<file path="src/rtl/lru_pkg.sv">
// Package lru_pkg
// Shared helpers for the recency tracker: width of a way index.
// Assumes a way count of at least one.
package lru_pkg;

    // Bits needed to name one of n items, never less than one.
    function automatic int idx_bits(input int n);
        return (n <= 2) ? 1 : $clog2(n);
    endfunction

endpackage

</file>
<file path="src/rtl/lru_reorder.sv">
// Module lru_reorder
// Purely combinational. Takes one set's recency list and produces the list
// after a hit or a miss. The promoted way goes to position 0, and the
// entries between position 0 and the promoted way's old position slide back
// by one place. Assumes the incoming list is a permutation. If a hit names
// a way that is absent, the list is returned unchanged.
module lru_reorder #(
    parameter int NUM_WAYS = 4,
    parameter int WW       = lru_pkg::idx_bits(NUM_WAYS)
) (
    input  logic [NUM_WAYS*WW-1:0] cur_list,
    input  logic                   hit,
    input  logic [WW-1:0]          hit_way,
    output logic [NUM_WAYS*WW-1:0] new_list
);

    localparam int LAST = NUM_WAYS - 1;

    int          hit_pos;
    logic        found;
    int          move_pos;
    logic [WW-1:0] promote;

    // Locate the hit way inside the current list.
    always_comb begin
        hit_pos = 0;
        found   = 1'b0;
        for (int i = 0; i < NUM_WAYS; i++) begin
            if (!found && cur_list[i*WW +: WW] == hit_way) begin
                hit_pos = i;
                found   = 1'b1;
            end
        end
    end

    // Choose which way is promoted and from which position.
    always_comb begin
        if (hit) begin
            move_pos = found ? hit_pos : 0;
            promote  = found ? hit_way : cur_list[0 +: WW];
        end else begin
            move_pos = LAST;
            promote  = cur_list[LAST*WW +: WW];
        end
    end

    // Rebuild the list: the promoted way in front, then a one-place shift up to move_pos.
    always_comb begin
        new_list         = cur_list;
        new_list[0 +: WW] = promote;
        for (int i = 1; i < NUM_WAYS; i++) begin
            if (i <= move_pos)
                new_list[i*WW +: WW] = cur_list[(i-1)*WW +: WW];
        end
    end

endmodule

</file>
<file path="src/rtl/lru_set_store.sv">
// Module lru_set_store
// Register array holding one packed recency list per set. It has one
// synchronous write port and two combinational read ports: one for the
// update path and one for the query path. A synchronous active-low reset
// loads the identity list (0, 1, ..., NUM_WAYS-1) into every set.
module lru_set_store #(
    parameter int NUM_SETS = 16,
    parameter int NUM_WAYS = 4,
    parameter int WW       = lru_pkg::idx_bits(NUM_WAYS),
    parameter int SW       = lru_pkg::idx_bits(NUM_SETS)
) (
    input  logic                   clk,
    input  logic                   rst_n,
    input  logic                   wr_en,
    input  logic [SW-1:0]          wr_set,
    input  logic [NUM_WAYS*WW-1:0] wr_list,
    input  logic [SW-1:0]          rd_set_a,
    output logic [NUM_WAYS*WW-1:0] rd_list_a,
    input  logic [SW-1:0]          rd_set_b,
    output logic [NUM_WAYS*WW-1:0] rd_list_b
);

    localparam int LW = NUM_WAYS * WW;

    logic [LW-1:0] lists [NUM_SETS];
    logic [LW-1:0] ident;

    // Identity ordering used at reset.
    generate
        for (genvar k = 0; k < NUM_WAYS; k++) begin : g_ident
            assign ident[k*WW +: WW] = WW'(k);
        end
    endgenerate

    // Reset all sets, or store the rewritten list of the addressed set.
    always_ff @(posedge clk) begin
        if (!rst_n) begin
            for (int s = 0; s < NUM_SETS; s++)
                lists[s] <= ident;
        end else if (wr_en) begin
            lists[wr_set] <= wr_list;
        end
    end

    // Combinational reads for update and query.
    assign rd_list_a = lists[rd_set_a];
    assign rd_list_b = lists[rd_set_b];

endmodule

</file>
<file path="src/rtl/lru_order_tracker.sv">
// Module lru_order_tracker (top)
// True LRU tracker that keeps an explicit ordered way list per set. On each
// strobe it reads the addressed set, reorders it through lru_reorder and
// writes it back in the same cycle. The query port and the victim output
// read the store combinationally. Assumes at most one access per cycle and
// an upd_set value below NUM_SETS.
module lru_order_tracker #(
    parameter int NUM_WAYS = 4,
    parameter int NUM_SETS = 16,
    localparam int WW      = lru_pkg::idx_bits(NUM_WAYS),
    localparam int SW      = lru_pkg::idx_bits(NUM_SETS)
) (
    input  logic                   clk,
    input  logic                   rst_n,
    input  logic                   upd_valid,
    input  logic [SW-1:0]          upd_set,
    input  logic                   upd_hit,
    input  logic [WW-1:0]          upd_way,
    input  logic [SW-1:0]          query_set,
    output logic [NUM_WAYS*WW-1:0] query_order,
    output logic [WW-1:0]          victim_way
);

    localparam int LW = NUM_WAYS * WW;

    logic [LW-1:0] upd_cur;
    logic [LW-1:0] upd_next;

    // Per-set list storage.
    lru_set_store #(
        .NUM_SETS (NUM_SETS),
        .NUM_WAYS (NUM_WAYS),
        .WW       (WW),
        .SW       (SW)
    ) store_i (
        .clk       (clk),
        .rst_n     (rst_n),
        .wr_en     (upd_valid),
        .wr_set    (upd_set),
        .wr_list   (upd_next),
        .rd_set_a  (upd_set),
        .rd_list_a (upd_cur),
        .rd_set_b  (query_set),
        .rd_list_b (query_order)
    );

    // Reordering of the addressed set's list.
    lru_reorder #(
        .NUM_WAYS (NUM_WAYS),
        .WW       (WW)
    ) reorder_i (
        .cur_list (upd_cur),
        .hit      (upd_hit),
        .hit_way  (upd_way),
        .new_list (upd_next)
    );

    // The victim is the tail entry of the queried list.
    assign victim_way = query_order[(NUM_WAYS-1)*WW +: WW];

endmodule

</file>
<file path="config.mk">
export PLATFORM = sky130hd
export DESIGN_NAME = lru_order_tracker
export DESIGN_NICKNAME = d
export VERILOG_FILES = /design/src/rtl/lru_pkg.sv /design/src/rtl/lru_reorder.sv /design/src/rtl/lru_set_store.sv /design/src/rtl/lru_order_tracker.sv
export SDC_FILE = /design/constraint.sdc
export NUM_CORES = 1
export LEC_CHECK = 0
export CORE_UTILIZATION = 45
export DETAILED_ROUTE_END_ITERATION = 8
export PLACE_DENSITY_LB_ADDON = 0.3
export SETUP_SLACK_MARGIN = 0.5
export SLEW_MARGIN = 10
export SYNTH_ARGS = -nofsm -noshare
export SYNTH_HDL_FRONTEND = slang
export SYNTH_SLANG_ARGS = --single-unit
export TNS_END_PERCENT = 30
</file>
<file path="constraint.sdc">
create_clock -name clk -period 8.8 [get_ports clk]
set_clock_uncertainty 0.2 [all_clocks]
set_input_delay 1.32 -clock clk [delete_from_list [all_inputs] [get_ports clk]]
set_output_delay 1.32 -clock clk [all_outputs]
set_load 0.03 [all_outputs]
</file>
== Word-level counts from Yosys, hierarchy flattened ==
Memories as Yosys holds them, arrays and structs flattened.
Index checks and enable logic that the tools add are counted.
Word-level totals
  flip-flop bits (word level): 0
  memory bits (writable): 128
  output and inout port bits: 10
  memories kept: 1
Operators by class
  magnitude comparators: 3
  equality and inequality tests: 4
  mux-type cells: 21
  reductions and logical operators: 7
Memories
  store_i.lists: words 16, width 8, rd ports 2, clocked after memory_dff 0, write ports 16, RTL line lru_set_store.sv:25  | logic [LW-1:0] lists [NUM_SETS];
Operators with widths (count)
  $le A3 B32 Y1 const A: 2
  $le A2 B32 Y1 const A: 1
  $mux W32: 1
  $mux W2: 8
  $mux W1: 10
  $eq A2 B2 Y1: 4
  $mux W8: 1
  $reduce_or A8 Y1: 1
  $mux W4: 1
  $logic_and A1 B1 Y1: 3
  $logic_not A1 Y1: 3

== Depth between registers and ports, before layout ==
Gate-level depths: netlist of the first run.
An unclocked memory read counts as a cell.
  word-level depth: 17
  gate-level depth with buffers: 13

== Hierarchy ==
From an unflattened synthesis of the first run, not the netlist that was laid out.
Unflattened totals
  cell total of the unflattened synthesis: 503
  area, all modules: 7288.2 µm²
By module, submodules not included
  lru_set_store: instances 1, cells each 456, area each 6876.6 µm²
  lru_reorder: instances 1, cells each 45, area each 396.6 µm²
  lru_order_tracker: instances 1, cells each 2, area each 15.0 µm²

== Worst setup path before layout of the first run ==
Ideal clock, no wire load.
  kind: input-to-output
  start: in query_set[0]
  end: out victim_way[0]
  data arrival time: 3439 ps
  slack: 3841 ps
  stages on the path: 5
  buffers on the path: 3
  cells stage by stage: clkbuf_1 > buf_1 > mux4_2 > mux4_2 > buf_4
Between the ends
  longest elaborated chain between the ends: 1
Ends and longest elaborated chain
  start: declaration: RTL line lru_order_tracker.sv:19  | input logic [SW-1:0] query_set,
  $mem_v2 Z16 W8
  end: declaration: RTL line lru_order_tracker.sv:21  | output logic [WW-1:0] victim_way
No other way between the ends.

==> run_results.csv, run 1 <==
group,metric,value,unit
status,status,"completed",
place,dp_slack,2.78,ns
cts,cts_setup_buffers,0,
hold_path,hold_class,"register to register",
grt,grt_antenna_before_repair,0,
logic_synthesis,synth.distinct_cells,52,
cells_and_area,regMostFlops,"store_i.lists",
pwr,worst_ir_drop_vdd,0.137,mV
logic_synthesis,synth-seq-cells,128,
logic_synthesis,synth_top_area_cell,"edfxtp_1",
drt,route.detailed.drc,0,
grt,grt_pass1_wl,30500,um
worst_setup_path,path_max_fanout,18,
logic_synthesis,syn_area_per_cell,13.6,um^2
pwr,p_switching,0.384,mW
worst_setup_path,rr_worst_depth,8,
sta,layout_setup_ws,3.21,ns
worst_setup_path,end_kind,"register",
cells_and_area,multi_input_area,3210,um^2
sta,fin_setup_tns,0,ns
grt,grt_use_total,26.2,%
drt,drt_iter0_drc,893,
cells_and_area,fillers,1376,
pwr,combPwrFrac,13.2,%
cts,clkSinkCount,128,
logic_synthesis,synth_ff_type,"edfxtp_1",
pwr,switching_share,25.3,%
logic_synthesis,synth.most_common_cell,"edfxtp_1",
worst_setup_path,cp-start-kind,"primary input",
worst_setup_path,worstSetupPathType,"primary input to register",
place,gp_congestion,0.921,
drt,wl_per_cell,26.5,um
floorplan,design.core.area,15900,um^2
drt,drtPass1Iterations,7,
sta,rsz0062_at_grt,"no",
worst_setup_path,regToRegSetupSlack,4.88,ns
sta,max_freq,0.179,GHz
worst_setup_path,arrival,5.51,ns
sta,setup_violations,0,
place,placed_area,7580,um^2
sta,finalMaxSlewViolations,0,
cts,numCtsBuffers,17,
logic_synthesis,ys_top_cells_by_count,"128 x edfxtp_1, 107 x nand2_1, 85 x nor2_1",
pwr,seqPwrFrac,45.8,%
logic_synthesis,synth_top_cells_by_area,"edfxtp_1 53%, mux4_2 19%, nand2_1 5.5%",
place,portBuffers,23,
logic_synthesis,yosysTopAreaCellShare,52.5,%
sta,worstMarginPinSlew,1.22,ns
grt,gr-total-overflow,0,
cts,cts_tree,"done",
sta,whs,1.08,ns
pwr,p_int,1.13,mW
pwr,clockPowerShare,41.0,%
logic_synthesis,yosysWarnings,0,
drt,ant_nets,0,
floorplan,ios,24,
logic_synthesis,netlist_area,7320,um^2
cells_and_area,drive_gt1_share,21.3,%
logic_synthesis,async_flop_share,0,%
cells_and_area,diodes,0,
floorplan,dieArea,16800,um^2
cells_and_area,instances_no_fill,769,
cts,clockBufferDepth,2,
place,dp.cells,740,
flow_run,maxCapViolations,0,
cts,hold_buffers,0,
logic_synthesis,synth_edf_count,128,
cells_and_area,syn_to_final_growth,10.6,%
cells_and_area,postLayoutCoreUtil,50.9,%
sta,finalCriticalPeriod,5.59,ns
floorplan,initial_core_util,46.1,%
cts,cts_resized,0,
logic_synthesis,synthCells,538,
pwr,p_leak,2.45,nW
floorplan,die_y,130,um
grt,grt_max_degree,52,
floorplan,fp-row-count,46,
logic_synthesis,synth-seq-area-share,52.5,%
sta,maxSlewHeadroom,18.7,%
cells_and_area,nNetsFinal,557,
drt,vias_per_cell,6.44,
pwr,powerDensity,188,nW/um^2
grt,grt_pass1_vias,4863,
place,hpwl,14100,um
pwr,totalPowerFinal,1.52,mW
hold_path,hold_path_depth,4,
cts,htreeDepth,4,
sta,finalCritPeriodShare,63.5,%
floorplan,die_w,130,um
cells_and_area,reg_top3,"store_i.lists: 128 flops",
cells_and_area,largest_register_ffs,128,
cts,clk_pin_slew,0.05,ns
drt,drt_wl_total,20400,um
cells_and_area,seq_area,3840,um^2
worst_setup_path,cp.required,8.72,ns
cts,insertion_delay,0.42,ns
cts,clockRootBuffer,"clkbuf_16",
cells_and_area,stdcell_area,8090,um^2
logic_synthesis,syn_nets,552,
drt,vias,4956,
sta,finalHoldViolCount,0,
[worst max-delay path: stages]
cell	delay, ns
clkdlybuf4s50_1	1.00
inv_1	0.53
mux2i_1	0.39
mux2i_1	0.21
xor2_1	0.26
or2_4	0.29
a311o_1	0.32
a211oi_2	0.99
nand2_1	0.18
[layer usage]
metal / wire, um / vias to the layer above / GRT usage [%]
met5: 0 / - / 0
met4: 486 / 0 / 9.92
met3: 2390 / 56 / 7.80
met2: 9410 / 345 / 39.2
met1: 8080 / 2492 / 36.3
li1: - / 2063 / -
[final cells by class]
type                            count  area share, %
Timing Repair Buffer               27           3.03
Clock inverter                     10          0.912
Clock buffer                       19           5.35
Inverter                            5          0.232
Tap cell                          216           3.34
Multi-Input combinational cell    364           39.6
Sequential cell                   128           47.5
[power groups by stage]
stage	Sequential (mW)	Combinational, mW	Clock (mW)
final	0.695	0.200	0.622
after global routing	0.695	0.212	0.649
after global placement	0.705	0.193	0
after detailed placement	0.706	0.197	0
after CTS	0.694	0.198	0.621
after floorplan	0.701	0.152	0
[path summary, 6_finish.rpt]
path	startpoint	to
worst max-delay path	upd_set[0]	store_i.lists[13][2]
worst min-delay path	store_i.lists[14][4]	store_i.lists[14][6]
worst max register to register	store_i.lists[3][1]	store_i.lists[13][2]
worst min register to register	store_i.lists[14][4]	store_i.lists[14][6]
[placed cells by master, fill, tap and decap left out, types with 2 or more instances in the layout]
cell | netlist | final
a21oi_1 | 4 | 4
clkbuf_1 | 11 | 2
and3_1 | 3 | 3
nand2_1 | 107 | 107
edfxtp_1 | 128 | 128
inv_1 | 5 | 5
clkdlybuf4s50_1 | 0 | 20
buf_2 | 6 | 3
clkbuf_16 | 0 | 17
mux2_2 | 6 | 6
nor2b_1 | 3 | 3
a211oi_2 | 3 | 3
mux4_1 | 6 | 6
nor4b_1 | 3 | 3
xor2_1 | 5 | 5
mux2i_4 | 5 | 5
o21ai_0 | 3 | 3
or3_1 | 2 | 2
buf_4 | 10 | 4
nand4_1 | 4 | 4
nand3_1 | 6 | 6
o22a_1 | 3 | 3
mux4_2 | 61 | 61
nor3_1 | 6 | 6
nand2b_1 | 4 | 4
a31oi_1 | 4 | 4
clkinv_2 | 0 | 8
nor2_1 | 85 | 85
mux2i_1 | 16 | 15
a22oi_1 | 3 | 3
mux2i_2 | 2 | 3
[kinds of logic (layout without fill, tap and decap cells)]
| family | after synthesis | after routing | share of synthesized area, % |
|---|---|---|---|
| AOI/OAI and AO/OA | 28 | 28 | 3.23 |
| DFF | 128 | 128 | 52.5 |
| muxes | 97 | 97 | 26.1 |
| xor gates and xnor gates | 7 | 7 | 0.941 |
| and+or+nand+nor | 232 | 232 | 13.5 |
| buffers and inverters | 46 | 61 | 3.69 |
Power figures use the tool's default switching activity.
==> run 2, diff against run 1 <==
- clock period: 8.8 -> 5.5 ns (I/O delays scaled with it)
==> run_results.csv, run 2 (synthesis results as in run 1) <==
group,metric,value,unit
hold_path,min_from,"store_i.lists[3][4]",
worst_setup_path,worstReg2RegEnd,"store_i.lists[7][7]",
grt,grt_antenna_before_repair,0,
place,placed_area,7650,um^2
floorplan,ios,24,
worst_setup_path,rr_worst_depth,8,
drt,route.detailed.drc,0,
sta,finalMaxSlewViolations,0,
worst_setup_path,worst_path_largest_cell_delay,0.72,ns
cells_and_area,largest_register_ffs,128,
grt,grt_pass1_vias,5073,
drt,met1_length,7990,um
drt,drt_iter0_drc,702,
floorplan,initial_core_util,46.1,%
cells_and_area,nNetsFinal,567,
sta,worstMarginPinSlew,0.903,ns
drt,wl_per_cell,27.1,um
sta,finalHoldViolCount,0,
drt,ant_nets,0,
cells_and_area,stdcell_area,8180,um^2
pwr,clockPowerShare,41.7,%
worst_setup_path,cp_slowest_cell,"clkdlybuf4s50_1",
grt,grt_pass1_wl,31400,um
grt,grt_max_degree,36,
drt,top_layer,"met4",
drt,vias,5025,
pwr,worst_ir_drop_vdd,0.235,mV
cts,numCtsBuffers,17,
cts,clockBufferDepth,2,
grt,gr-total-overflow,0,
worst_setup_path,worstSetupPathType,"primary input to register",
floorplan,design.core.area,15900,um^2
cells_and_area,diodes,0,
drt,drt_wl_total,21200,um
flow_run,maxCapViolations,0,
hold_path,hold_class,"register to register",
floorplan,die_w,130,um
cts,insertion_delay,0.42,ns
pwr,p_leak,2.50,nW
place,gp_congestion,0.887,
sta,maxSlewHeadroom,39.8,%
cells_and_area,regMostFlops,"store_i.lists",
worst_setup_path,crit_family,"buffers and inverters",
sta,layout_setup_ws,1.01,ns
worst_setup_path,end_kind,"register",
cells_and_area,mostFrequentLayoutCell,"edfxtp_1",
drt,dr_wl_met2,9890,um
cells_and_area,instances_no_fill,781,
worst_setup_path,path_max_fanout,16,
cts,cts_tree,"done",
sta,finalCriticalPeriod,4.49,ns
drt,drtPass1Iterations,6,
worst_setup_path,cp.required,5.45,ns
pwr,switching_share,26.2,%
cells_and_area,reg_top3,"store_i.lists: 128 flops",
worst_setup_path,path_cells,"clkdlybuf4s50_1 -> inv_1 -> mux2i_1 -> mux2i_1 -> xor2_1 -> or2_4 -> a41o_1 -> mux2i_4 -> nand2_1",
worst_setup_path,critPathBufInv,2,
drt,vias_per_cell,6.43,
worst_setup_path,regToRegSetupSlack,1.95,ns
sta,rsz0062_at_grt,"no",
worst_setup_path,crit_path_frequent_cell,"mux2i_1",
cts,cts_resized,0,
sta,finalCritPeriodShare,81.6,%
hold_path,hold_path_depth,4,
sta,setup_violations,0,
grt,grt_use_total,27.0,%
worst_setup_path,arrival,4.43,ns
sta,fin_setup_tns,0,ns
cts,cts_setup_buffers,0,
status,status,"completed",
cells_and_area,drive_gt1_share,22.7,%
floorplan,dieArea,16800,um^2
cts,clockRootBuffer,"clkbuf_16",
pwr,combPwrFrac,13.5,%
pwr,p_int,1.83,mW
cells_and_area,layout_common_cells,"128 x edfxtp_1, 107 x nand2_1, 85 x nor2_1",
place,dp.cells,750,
worst_setup_path,r2r_start,"store_i.lists[5][7]",
place,dp_slack,0.676,ns
cells_and_area,syn_to_final_growth,11.9,%
hold_path,hold_path_end,"store_i.lists[15][6]",
worst_setup_path,cp-start-kind,"primary input",
cts,hold_buffers,0,
place,hpwl,14300,um
cts,clkSinkCount,128,
cts,htreeDepth,4,
pwr,powerDensity,303,nW/um^2
drt,routed-wl-met3,2490,um
sta,max_freq,0.223,GHz
place,portBuffers,23,
cts,clk_pin_slew,0.06,ns
pwr,p_switching,0.648,mW
floorplan,fp-row-count,46,
floorplan,die_y,130,um
pwr,seqPwrFrac,44.8,%
==> run 2: layout make-up <==
| class | instances | area [um^2] |
|---|---|---|
| timing repair buffer | 37 | 320 |
| fill | 1342 | 7700 |
| clock inverter | 13 | 98.8 |
| inverter | 5 | 18.8 |
| tap | 216 | 270 |
| multi-input combinational | 364 | 3200 |
| sequential | 128 | 3840 |
| clock buffer | 18 | 429 |
==> run 2: metal layers <==
metal,global-route usage (%),vias to the layer above
met2,41.3,384
met5,0.294,-
met1,35.6,2504
li1,-,2080
met4,12.8,0
met3,7.80,57
==> run 2: power by group through the flow <==
stage,Sequential [mW],Clock (mW),Combinational [mW]
floorplan,1.12,0,0.244
global placement,1.13,0,0.325
detailed placement,1.13,0,0.329
CTS,1.11,1.03,0.331
global route,1.11,1.07,0.353
finish,1.11,1.03,0.335
==> run 2: stage by stage <==
stage	hold slack, ns	total power, mW	util, %
after floorplan	0.874	1.37	-
after global placement	1.03	1.45	48.2
after detailed placement	1.05	1.46	48.2
after CTS	1.07	2.47	51.5
after global routing	1.11	2.54	51.5
final	1.07	2.48	51.5
==> run 2: how the worst max path moves through the flow <==
stage / to / depth (start not counted) / slack [ns] / startpoint
after global placement: store_i.lists[12][7] / 9 / 0.79 / upd_set[0]
final: store_i.lists[7][7] / 9 / 1.01 / upd_set[0]
after global routing: store_i.lists[3][7] / 9 / 0.82 / upd_set[0]
after floorplan: victim_way[0] / 5 / 1.53 / query_set[0]
after detailed placement: store_i.lists[4][7] / 9 / 0.68 / upd_set[0]
after CTS: store_i.lists[4][7] / 9 / 1.13 / upd_set[0]
==> run 2: worst reg2reg max path, stage by stage, from the launching register on <==
cell	delay, ns
edfxtp_1	0.43
mux4_1	0.52
mux2i_1	0.29
mux2_2	0.24
xor2_1	0.27
and3_1	0.21
a41o_1	0.34
mux2i_4	0.61
nand2_1	0.15
==> run 3, diff against run 2 <==
- clock period: 5.5 -> 4.65 ns (I/O delays scaled with it)
==> run_results.csv, run 3 (synthesis results as in run 1) <==
group,metric,value,unit
cts,clk_pin_slew,0.06,ns
worst_setup_path,end_kind,"output port",
worst_setup_path,rr_worst_depth,8,
sta,worstMarginPinSlew,0.863,ns
hold_path,hold_path_depth,3,
cells_and_area,diodes,0,
cts,clockBufferDepth,2,
cells_and_area,nNetsFinal,575,
hold_path,min_from,"upd_set[3]",
drt,drt_iter0_drc,773,
drt,vias,5157,
sta,finalCriticalPeriod,4.04,ns
grt,grt_max_degree,33,
sta,finalCritPeriodShare,86.8,%
drt,ant_nets,0,
drt,vias_per_cell,6.53,
place,gp_congestion,0.908,
cts,hold_buffers,0,
sta,fin_setup_tns,0,ns
cts,cts_resized,0,
sta,maxSlewHeadroom,42.0,%
cells_and_area,postLayoutCoreUtil,52.4,%
sta,max_freq,0.248,GHz
worst_setup_path,cp.required,3.75,ns
floorplan,dieArea,16800,um^2
cts,cts_tree,"done",
flow_run,maxCapViolations,0,
cells_and_area,syn_to_final_growth,13.8,%
sta,finalMaxSlewViolations,0,
status,status,"completed",
worst_setup_path,worstSetupPathType,"primary input to output port",
floorplan,ios,24,
floorplan,die_y,130,um
grt,grt_antenna_before_repair,0,
pwr,worst_ir_drop_vdd,0.312,mV
worst_setup_path,cp_slowest_cell,"clkdlybuf4s50_1",
pwr,powerDensity,365,nW/um^2
drt,route.detailed.drc,0,
hold_path,hold_class,"primary input to register",
cts,insertion_delay,0.43,ns
grt,grt_pass1_wl,31900,um
floorplan,initial_core_util,46.1,%
drt,wl_per_cell,27.4,um
worst_setup_path,cp-start-kind,"primary input",
grt,gr-total-overflow,0,
cts,clockRootBuffer,"clkbuf_16",
worst_setup_path,r2r_start,"store_i.lists[12][4]",
grt,grt_pass1_vias,5165,
place,hpwl,14600,um
cts,clkSinkCount,128,
worst_setup_path,arrival,3.14,ns
grt,grt_use_total,27.5,%
cts,cts_setup_buffers,0,
worst_setup_path,path_cells,"clkdlybuf4s50_1 -> buf_4 -> mux4_2 -> mux4_2 -> clkdlybuf4s50_1",
worst_setup_path,worst_path_largest_cell_delay,0.64,ns
sta,setup_violations,0,
worst_setup_path,critPathLaunch,"query_set[1]",
cts,numCtsBuffers,17,
sta,rsz0062_at_grt,"no",
worst_setup_path,path_max_fanout,32,
sta,finalHoldViolCount,0,
pwr,p_leak,2.57,nW
drt,drt_wl_total,21600,um
cts,htreeDepth,4,
drt,drtPass1Iterations,5,
floorplan,die_w,130,um
cells_and_area,regMostFlops,"store_i.lists",
cells_and_area,layout_common_cells,"128 x edfxtp_1, 107 x nand2_1, 85 x nor2_1",
cells_and_area,mostFrequentLayoutCell,"edfxtp_1",
place,portBuffers,23,
floorplan,fp-row-count,46,
cells_and_area,largest_register_ffs,128,
cells_and_area,fillers,1334,
pwr,totalPowerFinal,3.04,mW
cells_and_area,reg_top3,"store_i.lists: 128 flops",
cells_and_area,drive_gt1_share,24.6,%
floorplan,design.core.area,15900,um^2
## run 3: path summary, 6_finish.rpt
check	to	slack, ns
max	query_order[2]	0.61
min	store_i.lists[12][4]	0.92
min reg2reg	store_i.lists[13][6]	1.13
max reg2reg	store_i.lists[7][5]	1.28
## run 3: layer usage
layer	vias to the layer above	part of all wire [%]	global-route usage (%)
met1	2522	36	34.0
met5	-	0	0
met4	0	4.9	14.6
li1	2099	-	-
met2	445	47	42.9
met3	91	13	9.21
## run 3: through the flow
step	setup slack, ns	instance area, um^2	hold WS (ns)	cells
after CTS	0.623	8330	0.918	790
after detailed placement	0.343	7750	1.10	758
final	0.614	8330	0.923	790
after global placement	0.426	7750	1.06	758
after global routing	0.566	8330	0.956	790
after floorplan	0.936	7320	0.865	538
## run 3: cell type report
type / instances / area (um^2) / area share [%]
Clock buffer: 17 / 425 / 5.11
Clock inverter: 15 / 149 / 1.79
Inverter: 5 / 18.8 / 0.225
Multi-Input combinational cell: 364 / 3200 / 38.5
Sequential cell: 128 / 3840 / 46.2
Tap cell: 216 / 270 / 3.25
Timing Repair Buffer: 45 / 418 / 5.02
## run 3: where the power goes
group          switching, mW  leakage [nW]  internal [mW]
Combinational          0.254          1.18          0.156
Clock                  0.567         0.278          0.750
Sequential            0.0163          1.11           1.30
Total                  0.837          2.57           2.20
## run 3: critical path: cells and delay by family
kind	cells	cell delay (ns)
muxes	2	0.89
buffers and inverters	3	1.52
